--- config.mk ---
export PLATFORM = sky130hd
export DESIGN_NAME = sb_cmd_seq
export DESIGN_NICKNAME = d
export VERILOG_FILES = /design/src/rtl/sb_pkg.sv /design/src/rtl/sb_id_rom.sv /design/src/rtl/sb_buffer.sv /design/src/rtl/sb_diag_code.sv /design/src/rtl/sb_cmd_seq.sv
export SDC_FILE = /design/constraint.sdc
export NUM_CORES = 2
export LEC_CHECK = 0
export BUFFER_PORTS_ARGS = -buffer_cell sky130_fd_sc_hd__buf_4
export CELL_PAD_IN_SITES_DETAIL_PLACEMENT = 0
export CELL_PAD_IN_SITES_GLOBAL_PLACEMENT = 2
export CORE_ASPECT_RATIO = 1.1
export CORE_MARGIN = 5
export CORE_UTILIZATION = 46
export DETAILED_ROUTE_END_ITERATION = 12
export HOLD_SLACK_MARGIN = 0.06
export PLACE_DENSITY = 0.74
export SETUP_SLACK_MARGIN = 0.5
export SLEW_MARGIN = 20
export SYNTH_ARGS = -nofsm -noshare
export SYNTH_HDL_FRONTEND = slang
export SYNTH_HIERARCHICAL = 1
export SYNTH_SLANG_ARGS = --single-unit
--- constraint.sdc ---
create_clock -name clk -period 3.6 [get_ports clk]
set_input_delay 0.72 -clock clk [delete_from_list [all_inputs] [get_ports clk]]
set_output_delay 0.72 -clock clk [all_outputs]
set_load 0.01 [all_outputs]
--- src/rtl/sb_pkg.sv ---
package sb_pkg;

    typedef enum logic [2:0] {
        S_IDLE    = 3'd0,
        S_PREP_RD = 3'd1,
        S_FILL_ID = 3'd2,
        S_DIAG    = 3'd3,
        S_XFER_RD = 3'd4,
        S_XFER_WR = 3'd5
    } sb_state_e;

    localparam logic [7:0] OP_RD_BUF = 8'hE4;
    localparam logic [7:0] OP_WR_BUF = 8'hE8;
    localparam logic [7:0] OP_IDENT  = 8'hEC;
    localparam logic [7:0] OP_DIAG   = 8'h90;

    localparam logic [7:0] CODE_ABORT = 8'h04;

    localparam logic [2:0] REG_DATA = 3'd0;
    localparam logic [2:0] REG_ERR  = 3'd1;
    localparam logic [2:0] REG_CMD  = 3'd7;

endpackage

--- src/rtl/sb_id_rom.sv ---
module sb_id_rom #(
    parameter int AW    = 8,
    parameter int CYLS  = 977,
    parameter int HEADS = 10,
    parameter int SPT   = 17
) (
    input  logic [AW-1:0] idx,
    output logic [15:0]   word
);
    always_comb begin
        word = 16'h0000;
        case (int'(idx))
            1:       word = 16'(CYLS);
            3:       word = 16'(HEADS);
            6:       word = 16'(SPT);
            default: word = 16'h0000;
        endcase
    end
endmodule

--- src/rtl/sb_buffer.sv ---
module sb_buffer #(
    parameter int WORDS = 256,
    parameter int AW    = 8
) (
    input  logic          clk,
    input  logic          we,
    input  logic [AW-1:0] waddr,
    input  logic [15:0]   wdata,
    input  logic [AW-1:0] raddr,
    output logic [15:0]   rdata
);
    logic [15:0] mem [WORDS];

    always_ff @(posedge clk) begin
        if (we) mem[waddr] <= wdata;
    end

    assign rdata = mem[raddr];
endmodule

--- src/rtl/sb_diag_code.sv ---
module sb_diag_code (
    input  logic       ctrl_fail,
    input  logic       buf_fail,
    input  logic       cpu_fail,
    input  logic       slave_present,
    input  logic       slave_fail,
    output logic [7:0] code
);
    logic [6:0] local_code;

    always_comb begin
        if (ctrl_fail)     local_code = 7'h02;
        else if (buf_fail) local_code = 7'h03;
        else if (cpu_fail) local_code = 7'h05;
        else               local_code = 7'h01;
        code = {slave_present & slave_fail, local_code};
    end
endmodule

--- src/rtl/sb_cmd_seq.sv ---
module sb_cmd_seq #(
    parameter int WORDS       = 256,
    parameter int DIAG_CYCLES = 16,
    parameter int CYLS        = 977,
    parameter int HEADS       = 10,
    parameter int SPT         = 17
) (
    input  logic        clk,
    input  logic        rst_n,
    input  logic        host_cs,
    input  logic        host_rd,
    input  logic        host_wr,
    input  logic [2:0]  host_addr,
    input  logic [15:0] host_wdata,
    output logic [15:0] host_rdata,
    input  logic        diag_ctrl_fail,
    input  logic        diag_buf_fail,
    input  logic        diag_cpu_fail,
    input  logic        slave_present,
    input  logic        slave_fail,
    output logic        bsy,
    output logic        drq,
    output logic        irq
);
    import sb_pkg::*;

    localparam int AW = (WORDS > 1) ? $clog2(WORDS) : 1;
    localparam int CW = (DIAG_CYCLES > 1) ? $clog2(DIAG_CYCLES) : 1;
    localparam logic [AW-1:0] PTR_LAST  = AW'(WORDS - 1);
    localparam logic [CW-1:0] DIAG_LAST = CW'(DIAG_CYCLES - 1);

    typedef struct packed {
        sb_state_e     st;
        logic [AW-1:0] ptr;
        logic [CW-1:0] cnt;
        logic          irq;
        logic          err;
        logic [7:0]    code;
    } seq_t;

    seq_t q, d;

    logic [15:0]   rom_word;
    logic [15:0]   buf_rdata;
    logic [7:0]    diag_code;
    logic          buf_we;
    logic [15:0]   buf_wdata;
    logic [7:0]    err_code_q;

    logic acc_data_rd, acc_data_wr, acc_cmd_wr, acc_stat_rd;

    sb_id_rom #(.AW(AW), .CYLS(CYLS), .HEADS(HEADS), .SPT(SPT)) u_rom (
        .idx  (q.ptr),
        .word (rom_word)
    );

    sb_buffer #(.WORDS(WORDS), .AW(AW)) u_buf (
        .clk   (clk),
        .we    (buf_we),
        .waddr (q.ptr),
        .wdata (buf_wdata),
        .raddr (q.ptr),
        .rdata (buf_rdata)
    );

    sb_diag_code u_diag (
        .ctrl_fail     (diag_ctrl_fail),
        .buf_fail      (diag_buf_fail),
        .cpu_fail      (diag_cpu_fail),
        .slave_present (slave_present),
        .slave_fail    (slave_fail),
        .code          (diag_code)
    );

    // access decode
    always_comb begin
        acc_data_rd = host_cs && host_rd && (host_addr == REG_DATA);
        acc_data_wr = host_cs && host_wr && (host_addr == REG_DATA);
        acc_cmd_wr  = host_cs && host_wr && (host_addr == REG_CMD);
        acc_stat_rd = host_cs && host_rd && (host_addr == REG_CMD);
    end

    // next-state logic
    always_comb begin
        d         = q;
        buf_we    = 1'b0;
        buf_wdata = host_wdata;

        // a clearing read loses to any set below in the same cycle
        if (acc_stat_rd) d.irq = 1'b0;

        unique case (q.st)
            S_IDLE: begin
                if (acc_cmd_wr) begin
                    d.ptr = '0;
                    d.cnt = '0;
                    case (host_wdata[7:0])
                        OP_RD_BUF: begin
                            d.st   = S_PREP_RD;
                            d.err  = 1'b0;
                            d.code = 8'h00;
                        end
                        OP_WR_BUF: begin
                            d.st   = S_XFER_WR;
                            d.err  = 1'b0;
                            d.code = 8'h00;
                        end
                        OP_IDENT: begin
                            d.st   = S_FILL_ID;
                            d.err  = 1'b0;
                            d.code = 8'h00;
                        end
                        OP_DIAG: begin
                            d.st   = S_DIAG;
                            d.err  = 1'b0;
                            d.code = 8'h00;
                        end
                        default: begin
                            d.code = CODE_ABORT;
                            d.err  = 1'b1;
                            d.irq  = 1'b1;
                        end
                    endcase
                end
            end
            S_PREP_RD: begin
                d.st  = S_XFER_RD;
                d.irq = 1'b1;
            end
            S_FILL_ID: begin
                buf_we    = 1'b1;
                buf_wdata = rom_word;
                if (q.ptr == PTR_LAST) begin
                    d.st  = S_XFER_RD;
                    d.ptr = '0;
                    d.irq = 1'b1;
                end else begin
                    d.ptr = q.ptr + 1'b1;
                end
            end
            S_DIAG: begin
                if (q.cnt == DIAG_LAST) begin
                    d.st   = S_IDLE;
                    d.code = diag_code;
                    d.irq  = 1'b1;
                end else begin
                    d.cnt = q.cnt + 1'b1;
                end
            end
            S_XFER_RD: begin
                if (acc_data_rd) begin
                    if (q.ptr == PTR_LAST) begin
                        d.st  = S_IDLE;
                        d.ptr = '0;
                    end else begin
                        d.ptr = q.ptr + 1'b1;
                    end
                end
            end
            S_XFER_WR: begin
                if (acc_data_wr) begin
                    buf_we = 1'b1;
                    if (q.ptr == PTR_LAST) begin
                        d.st  = S_IDLE;
                        d.ptr = '0;
                    end else begin
                        d.ptr = q.ptr + 1'b1;
                    end
                end
            end
            default: d.st = S_IDLE;
        endcase
    end

    always_ff @(posedge clk or negedge rst_n) begin
        if (!rst_n) begin
            q.st   <= S_IDLE;
            q.ptr  <= '0;
            q.cnt  <= '0;
            q.irq  <= 1'b0;
            q.err  <= 1'b0;
            q.code <= 8'h00;
        end else begin
            q <= d;
        end
    end

    // outputs
    always_comb begin
        bsy        = (q.st == S_PREP_RD) || (q.st == S_FILL_ID) || (q.st == S_DIAG);
        drq        = (q.st == S_XFER_RD) || (q.st == S_XFER_WR);
        irq        = q.irq;
        err_code_q = q.code;
        host_rdata = 16'h0000;
        if (host_cs && host_rd) begin
            case (host_addr)
                REG_DATA: host_rdata = (q.st == S_XFER_RD) ? buf_rdata : 16'h0000;
                REG_ERR:  host_rdata = {8'h00, q.code};
                REG_CMD:  host_rdata = {8'h00, bsy, !bsy, 2'b00, drq, 2'b00, q.err};
                default:  host_rdata = 16'h0000;
            endcase
        end
    end
endmodule

Word-level counts from Yosys, hierarchy flattened
Memory sizes are Yosys's and may differ from the RTL's.
Index checks and enable logic that the tools add are counted.
- bits of input ports: 29
- output and inout bits: 19
- word-level logic and storage cells: 85
- register bits: 25
- RAM bits: 4096
- memories kept: 1
- mux-type cells: 32
- bitwise gates (word level): 1
- reduce and logical (&&, ||, !) cells: 20
- $add $sub $neg: 2
- eq/ne operators: 23
- memory list (name ; words ; bits a word ; rd ports ; clocked after memory_dff ; wr ports ; RTL line ; RTL):
    u_buf.mem ; 256 ; 16 ; 1 ; 0 ; 1 ; sb_buffer.sv:12 ; logic [15:0] mem [WORDS];
- operators by type and width (operator ; number):
    $mux W16 ; 3
    $pmux W16 S3 ; 1
    $eq A8 B8 Y1 const B ; 5
    $pmux W8 S4 ; 1
    $pmux W10 S3 ; 1
    $mux W25 ; 1
    $mux W11 ; 2
    $pmux W3 S6 ; 1
    $mux W8 ; 2
    $pmux W8 S2 ; 1
    $mux W7 ; 2
    $mux W3 ; 4
    $ne A2 B2 Y1 const B ; 6
    $pmux W3 S4 ; 1
    $eq A3 B3 Y1 const B ; 3
    $mux W9 ; 1
    $add A8 B1 Y8 const B ; 1
    $eq A8 B1 Y1 const B ; 1
    $eq A8 B2 Y1 const B ; 1
    $eq A8 B3 Y1 const B ; 1
    $pmux W4 S2 ; 1
    $mux W1 ; 7
    $eq A3 B1 Y1 const B ; 2
    $eq A3 B2 Y1 const B ; 2
    other kinds (18) ; 27

Logic depth before layout (Yosys ltp)
- depth in word-level cells: 6
- gate-level depth with buffers: 14

Cells and area by module
The synthesis kept the hierarchy.
- by module, submodules not included (module ; seq. area each (um^2) ; instances ; cells each ; area an instance (um^2)):
    sb_buffer ; 122998.0 ; 1 ; 7344 ; 158394.4
    sb_cmd_seq ; 625.6 ; 1 ; 202 ; 1814.2
    sb_id_rom ; 0.0 ; 1 ; 21 ; 153.9
    sb_diag_code ; 0.0 ; 1 ; 9 ; 57.6

Worst setup path before layout
OpenSTA, ideal clock, no wires.
- path kind: register to register
- start: register q[19] (netlist bit)
- end: memory u_buf.mem[0][7], data pin
- arrival: 3.368 ns
- cell stages (with the launch flop): 5
- path slack: -0.325 ns
- library setup time: 0.556 ns
- cells stage by stage: dfrtp_1 > or4_4 > nor3_1 > buf_4 > mux2_2
- word-level cells in the longest chain between the ends: 3
- RTL lines (element ; RTL line ; RTL):
    start, declared ; sb_cmd_seq.sv:41 ; seq_t q, d;
    $eq A8 B3 Y1 (tied with other cells) ; sb_id_rom.sv:12 ; case (int'(idx))
    $pmux W10 S3 * ; sb_id_rom.sv:12 ;
    net rom_word[7] ; sb_cmd_seq.sv:43 ; logic [15:0] rom_word;
    $mux W16 * ; sb_cmd_seq.sv:92 ; unique case (q.st)
    net buf_wdata[7] ; sb_cmd_seq.sv:47 ; logic [15:0] buf_wdata;
    end, declared ; sb_buffer.sv:12 ;
The timed path passes the listed nets; every way through them passes the cells marked *.

Worst setup path in the final report
- start: register q[15] (netlist bit)
- end: output host_rdata[1]
- word-level cells in the longest chain between the ends: 4
- RTL lines (element ; RTL line ; RTL):
    $mem_v2 Z256 W16 ; - ;
    net buf_rdata[1] ; sb_cmd_seq.sv:44 ; logic [15:0] buf_rdata;
    $mux W16 ; sb_cmd_seq.sv:197 ; REG_DATA: host_rdata = (q.st == S_XFER_RD) ? buf_rdata : 16'h0000;
    $pmux W16 S3 ; sb_cmd_seq.sv:196 ; case (host_addr)
    $mux W16 ; sb_cmd_seq.sv:195 ; if (host_cs && host_rd) begin
    end, declared ; sb_cmd_seq.sv:15 ; output logic [15:0] host_rdata,
The timed path passes the listed nets, and every way through them passes these cells.

==> run_summary.xml <==
<?xml version="1.0" encoding="UTF-8"?>
<metrics>
  <group name="global_routing">
    <metric name="grt-ovfl-total" unit="">0</metric>
    <metric name="antenna_violations_before_repair" unit="">18</metric>
    <metric name="grt_pass1_vias" unit="">83519</metric>
    <metric name="global_route.usage.total" unit="%">24.07</metric>
    <metric name="grt_first_pass_wirelength" unit="um">627000</metric>
    <metric name="grt_start_max_net_pins" unit="">124</metric>
  </group>
  <group name="detailed_routing">
    <metric name="drc" unit="">0</metric>
    <metric name="drt_iter0_drc" unit="">9784</metric>
    <metric name="post_drt_wl_per_cell" unit="um">32.59</metric>
    <metric name="drt-pass1-iter-count" unit="">6</metric>
    <metric name="ant_nets" unit="">0</metric>
    <metric name="via_per_inst" unit="">6.062</metric>
    <metric name="wirelength" unit="um">449900</metric>
    <metric name="vias" unit="">83693</metric>
  </group>
  <group name="clocking">
    <metric name="clock_insertion_delay_at_the_later_pin_of_the_skew_report" unit="ps">960</metric>
    <metric name="clk_transition_reported_paths" unit="ps">60</metric>
    <metric name="cts_num_sinks" unit="">4121</metric>
    <metric name="cts_tree" unit="">done</metric>
    <metric name="cts.htree.levels" unit="">5</metric>
    <metric name="clk_path_buf_depth" unit="">4</metric>
    <metric name="cts_buffers" unit="">409</metric>
    <metric name="cts_root_buffer" unit="">sky130_fd_sc_hd__clkbuf_16</metric>
  </group>
  <group name="timing">
    <metric name="finalSetupViolCount" unit="">16</metric>
    <metric name="timing.slew.headroom" unit="%">22.99</metric>
    <metric name="clock.fmax" unit="MHz">187.5</metric>
    <metric name="timing.final.crit_share" unit="%">148.1</metric>
    <metric name="rsz_0062_raised_after_global_routing" unit="">true</metric>
    <metric name="worst_setup_slack_after_layout" unit="ps">-1733</metric>
    <metric name="finClkSkew" unit="ps">49.29</metric>
    <metric name="slew_viol_final" unit="">0</metric>
    <metric name="slew_at_the_pin_with_the_worst_max_slew_slack" unit="ps">1155</metric>
    <metric name="hold_slack" unit="ps">162.8</metric>
    <metric name="totalNegativeSetupSlack" unit="ps">-25340</metric>
    <metric name="timing.final.hold_violations" unit="">0</metric>
    <metric name="finalCriticalPeriod" unit="ps">5333</metric>
  </group>
  <group name="job">
    <metric name="cap_violations" unit="">0</metric>
  </group>
  <group name="floorplan">
    <metric name="design.portCount" unit="">48</metric>
    <metric name="fp-row-count" unit="">227</metric>
    <metric name="floorplan.die.height" unit="um">629.4</metric>
    <metric name="die_w" unit="um">573.1</metric>
    <metric name="fp.dieArea" unit="um2">360700</metric>
    <metric name="initial_utilization" unit="%">46.18</metric>
    <metric name="core" unit="um2">347400</metric>
  </group>
  <group name="pwr">
    <metric name="power_density" unit="nW/um2">633.3</metric>
    <metric name="irDropWorstVdd" unit="mV">0.4401</metric>
    <metric name="leakagePower" unit="nW">61.86</metric>
  </group>
  <group name="setup_path">
    <metric name="worstSetupStartpointType" unit="">flop</metric>
    <metric name="critPathCaptureType" unit="">output pin</metric>
    <metric name="crit_required" unit="ps">2880</metric>
    <metric name="worst_path_arrival" unit="ps">4610</metric>
    <metric name="critical_path_peak_fanout" unit="">19</metric>
    <metric name="crit_type" unit="">flop to output pin</metric>
  </group>
  <group name="cells_and_area">
    <metric name="finish.utilization" unit="%">55.34</metric>
    <metric name="commonest_cells_after_routing_fill_and_taps_aside" unit="">4096 x sky130_fd_sc_hd__edfxtp_1, 1028 x sky130_fd_sc_hd__buf_4, 797 x sky130_fd_sc_hd__mux4_2</metric>
    <metric name="mostFrequentLayoutCell" unit="">sky130_fd_sc_hd__edfxtp_1</metric>
    <metric name="design_area" unit="um2">192200</metric>
    <metric name="syn2layout_area_growth" unit="%">19.84</metric>
    <metric name="drive_gt1_share" unit="%">33.25</metric>
    <metric name="final_nets" unit="">8903</metric>
  </group>
  <group name="logic_synthesis">
    <metric name="synthesis.area" unit="um2">160400</metric>
    <metric name="synth.yosys.seq_area_share" unit="%">77.06</metric>
    <metric name="synth.avg_cell_area" unit="um2">21.17</metric>
    <metric name="post_synth_num_cell_types" unit="">76</metric>
    <metric name="asyncSetResetFlopFracSynth" unit="%">0.6066</metric>
    <metric name="ys_dominant_reg_cell" unit="">sky130_fd_sc_hd__edfxtp_1</metric>
    <metric name="synth_edf_count" unit="">4096</metric>
    <metric name="yosys_warnings" unit="">6</metric>
    <metric name="netlist_instances" unit="">7576</metric>
    <metric name="ys_ff_latch" unit="">4121</metric>
  </group>
  <group name="outcome">
    <metric name="violations" unit="">setup timing</metric>
    <metric name="result_of_the_run" unit="">finished with violations</metric>
  </group>
  <group name="worst_hold_path">
    <metric name="tightest_hold_check_type" unit="">input pin to flop</metric>
  </group>
  <group name="placement">
    <metric name="place.port_buffers" unit="">47</metric>
    <metric name="placedInstanceArea" unit="um2">175400</metric>
    <metric name="gp_congestion" unit="">0.9097</metric>
    <metric name="post-place-ws" unit="ps">-1311</metric>
    <metric name="dp.final_hpwl" unit="um">282000</metric>
  </group>
</metrics>
## flip-flops by register name (all words and copies together) (netlist names)
signal      count
u_buf/mem    4096
q              16
err_code_q      8
irq             1
## cell usage after synthesis (5+ instances only)
| master | count | share of area [%] |
|---|---|---|
| sky130_fd_sc_hd__a2111oi_0 | 6 | 0.033 |
| sky130_fd_sc_hd__a211oi_1 | 20 | 0.094 |
| sky130_fd_sc_hd__a21oi_1 | 177 | 0.55 |
| sky130_fd_sc_hd__a221oi_1 | 28 | 0.15 |
| sky130_fd_sc_hd__a22o_1 | 40 | 0.22 |
| sky130_fd_sc_hd__a22oi_1 | 48 | 0.22 |
| sky130_fd_sc_hd__a31oi_1 | 7 | 0.027 |
| sky130_fd_sc_hd__and2_1 | 13 | 0.051 |
| sky130_fd_sc_hd__and3_1 | 14 | 0.055 |
| sky130_fd_sc_hd__buf_1 | 27 | 0.063 |
| sky130_fd_sc_hd__buf_12 | 5 | 0.062 |
| sky130_fd_sc_hd__buf_2 | 82 | 0.26 |
| sky130_fd_sc_hd__buf_4 | 44 | 0.21 |
| sky130_fd_sc_hd__buf_6 | 78 | 0.55 |
| sky130_fd_sc_hd__buf_8 | 11 | 0.10 |
| sky130_fd_sc_hd__clkbuf_1 | 232 | 0.54 |
| sky130_fd_sc_hd__dfrtp_1 | 25 | 0.39 |
| sky130_fd_sc_hd__edfxtp_1 | 4096 | 77 |
| sky130_fd_sc_hd__inv_1 | 6 | 0.014 |
| sky130_fd_sc_hd__mux2_2 | 104 | 0.73 |
| sky130_fd_sc_hd__mux2i_1 | 565 | 3.5 |
| sky130_fd_sc_hd__mux4_2 | 797 | 11 |
| sky130_fd_sc_hd__nand2_1 | 66 | 0.15 |
| sky130_fd_sc_hd__nand3_1 | 43 | 0.13 |
| sky130_fd_sc_hd__nand4_1 | 27 | 0.11 |
| sky130_fd_sc_hd__nor2_1 | 325 | 0.76 |
| sky130_fd_sc_hd__nor2b_1 | 11 | 0.043 |
| sky130_fd_sc_hd__nor3_1 | 96 | 0.30 |
| sky130_fd_sc_hd__nor4_1 | 17 | 0.066 |
| sky130_fd_sc_hd__o21ai_0 | 47 | 0.15 |
| sky130_fd_sc_hd__o221ai_1 | 252 | 1.4 |
| sky130_fd_sc_hd__o22ai_1 | 148 | 0.58 |
| sky130_fd_sc_hd__o31ai_1 | 20 | 0.094 |
| sky130_fd_sc_hd__o32ai_1 | 20 | 0.11 |
## what timing repair did
action                                  in CTS  in global routing
endpoints found under the setup margin    2039                745
hold buffers                                 3                  0
pin swaps                                   16                 48
gates resized for setup                    185                170
gates cloned                                 9                 22
buffers inserted                            16                 85
endpoints found under the hold margin       27                  0
## path summary, 6_finish.rpt
| check | from | end | slack [ps] | cells after the start |
|---|---|---|---|---|
| min reg2reg | q[8]$_DFFE_PN0P_ | q[8]$_DFFE_PN0P_ | 500 | 2 |
| min | slave_fail | err_code_q[7]$_DFFE_PN0P_ | 160 | 3 |
| min in group asynchronous | rst_n | err_code_q[2]$_DFFE_PN0P_ | 250 | 2 |
| max in group asynchronous | rst_n | q[14]$_DFFE_PN0P_ | 2980 | 2 |
| max | q[15]$_DFFE_PN0P_ | host_rdata[1] | -1730 | 15 |
| max reg2reg | q[14]$_DFFE_PN0P_ | u_buf/mem[48][8]$_DFFE_PP_ | 490 | 9 |
## kinds of logic (layout without fill, tap and decap cells)
family                     Yosys count  in the layout  synth area share (%)
xor gates and xnor gates             2              2               0.01092
buffers and inverters              487           2113                 1.799
muxes                             1469           1475                 15.47
other                                2             21              0.004681
AOI/OAI and AO/OA                  837            837                 3.748
adders and majority gates            2              2               0.01560
DFF                               4121           4121                 77.06
and+or+nand+nor                    656            656                 1.893
## final cells by class
class | instances | area (um2)
fill | 25873 | 155100
sequential | 4121 | 123600
multi-input combinational | 2984 | 35660
timing repair buffer | 1348 | 13910
clock buffer | 494 | 10650
tap | 4580 | 5731
clock inverter | 263 | 2585
inverter | 8 | 42.54
antenna | 9 | 22.52
## per-layer routing
layer | GRT usage [%] | routed length (um)
met3 | 3.926 | 35860
met1 | 32.58 | 173500
met5 | 0 | 0
met4 | 10.03 | 21460
met2 | 39.15 | 219000
## power by group
part / switching (W) / leakage [nW] / internal [W]
clock: 0.0182 / 6.41 / 0.0240
sequential: 0.0000204 / 37.1 / 0.0527
combinational: 0.0141 / 18.4 / 0.0128
## worst max-delay path: stages, from the launching register on
cell	delay (ps)
sky130_fd_sc_hd__dfrtp_4	500
sky130_fd_sc_hd__or2_4	310
sky130_fd_sc_hd__buf_12	180
sky130_fd_sc_hd__buf_4	170
sky130_fd_sc_hd__buf_4	150
sky130_fd_sc_hd__o221ai_1	370
sky130_fd_sc_hd__a21oi_1	130
sky130_fd_sc_hd__nor3_1	220
sky130_fd_sc_hd__buf_4	180
sky130_fd_sc_hd__o32ai_4	90
sky130_fd_sc_hd__buf_6	160
sky130_fd_sc_hd__nor4_4	570
sky130_fd_sc_hd__clkbuf_16	240
sky130_fd_sc_hd__a32oi_1	60
sky130_fd_sc_hd__nor2_1	150
sky130_fd_sc_hd__buf_4	140
## per-stage QoR
step	total power [W]	std cells
after floorplan	0.06893	7586
after global placement	0.07822	12905
after detailed placement	0.07839	12905
after CTS	0.1213	13690
after global routing	0.1257	13800
final	0.1217	13807
(Power assumes the default switching activity.)
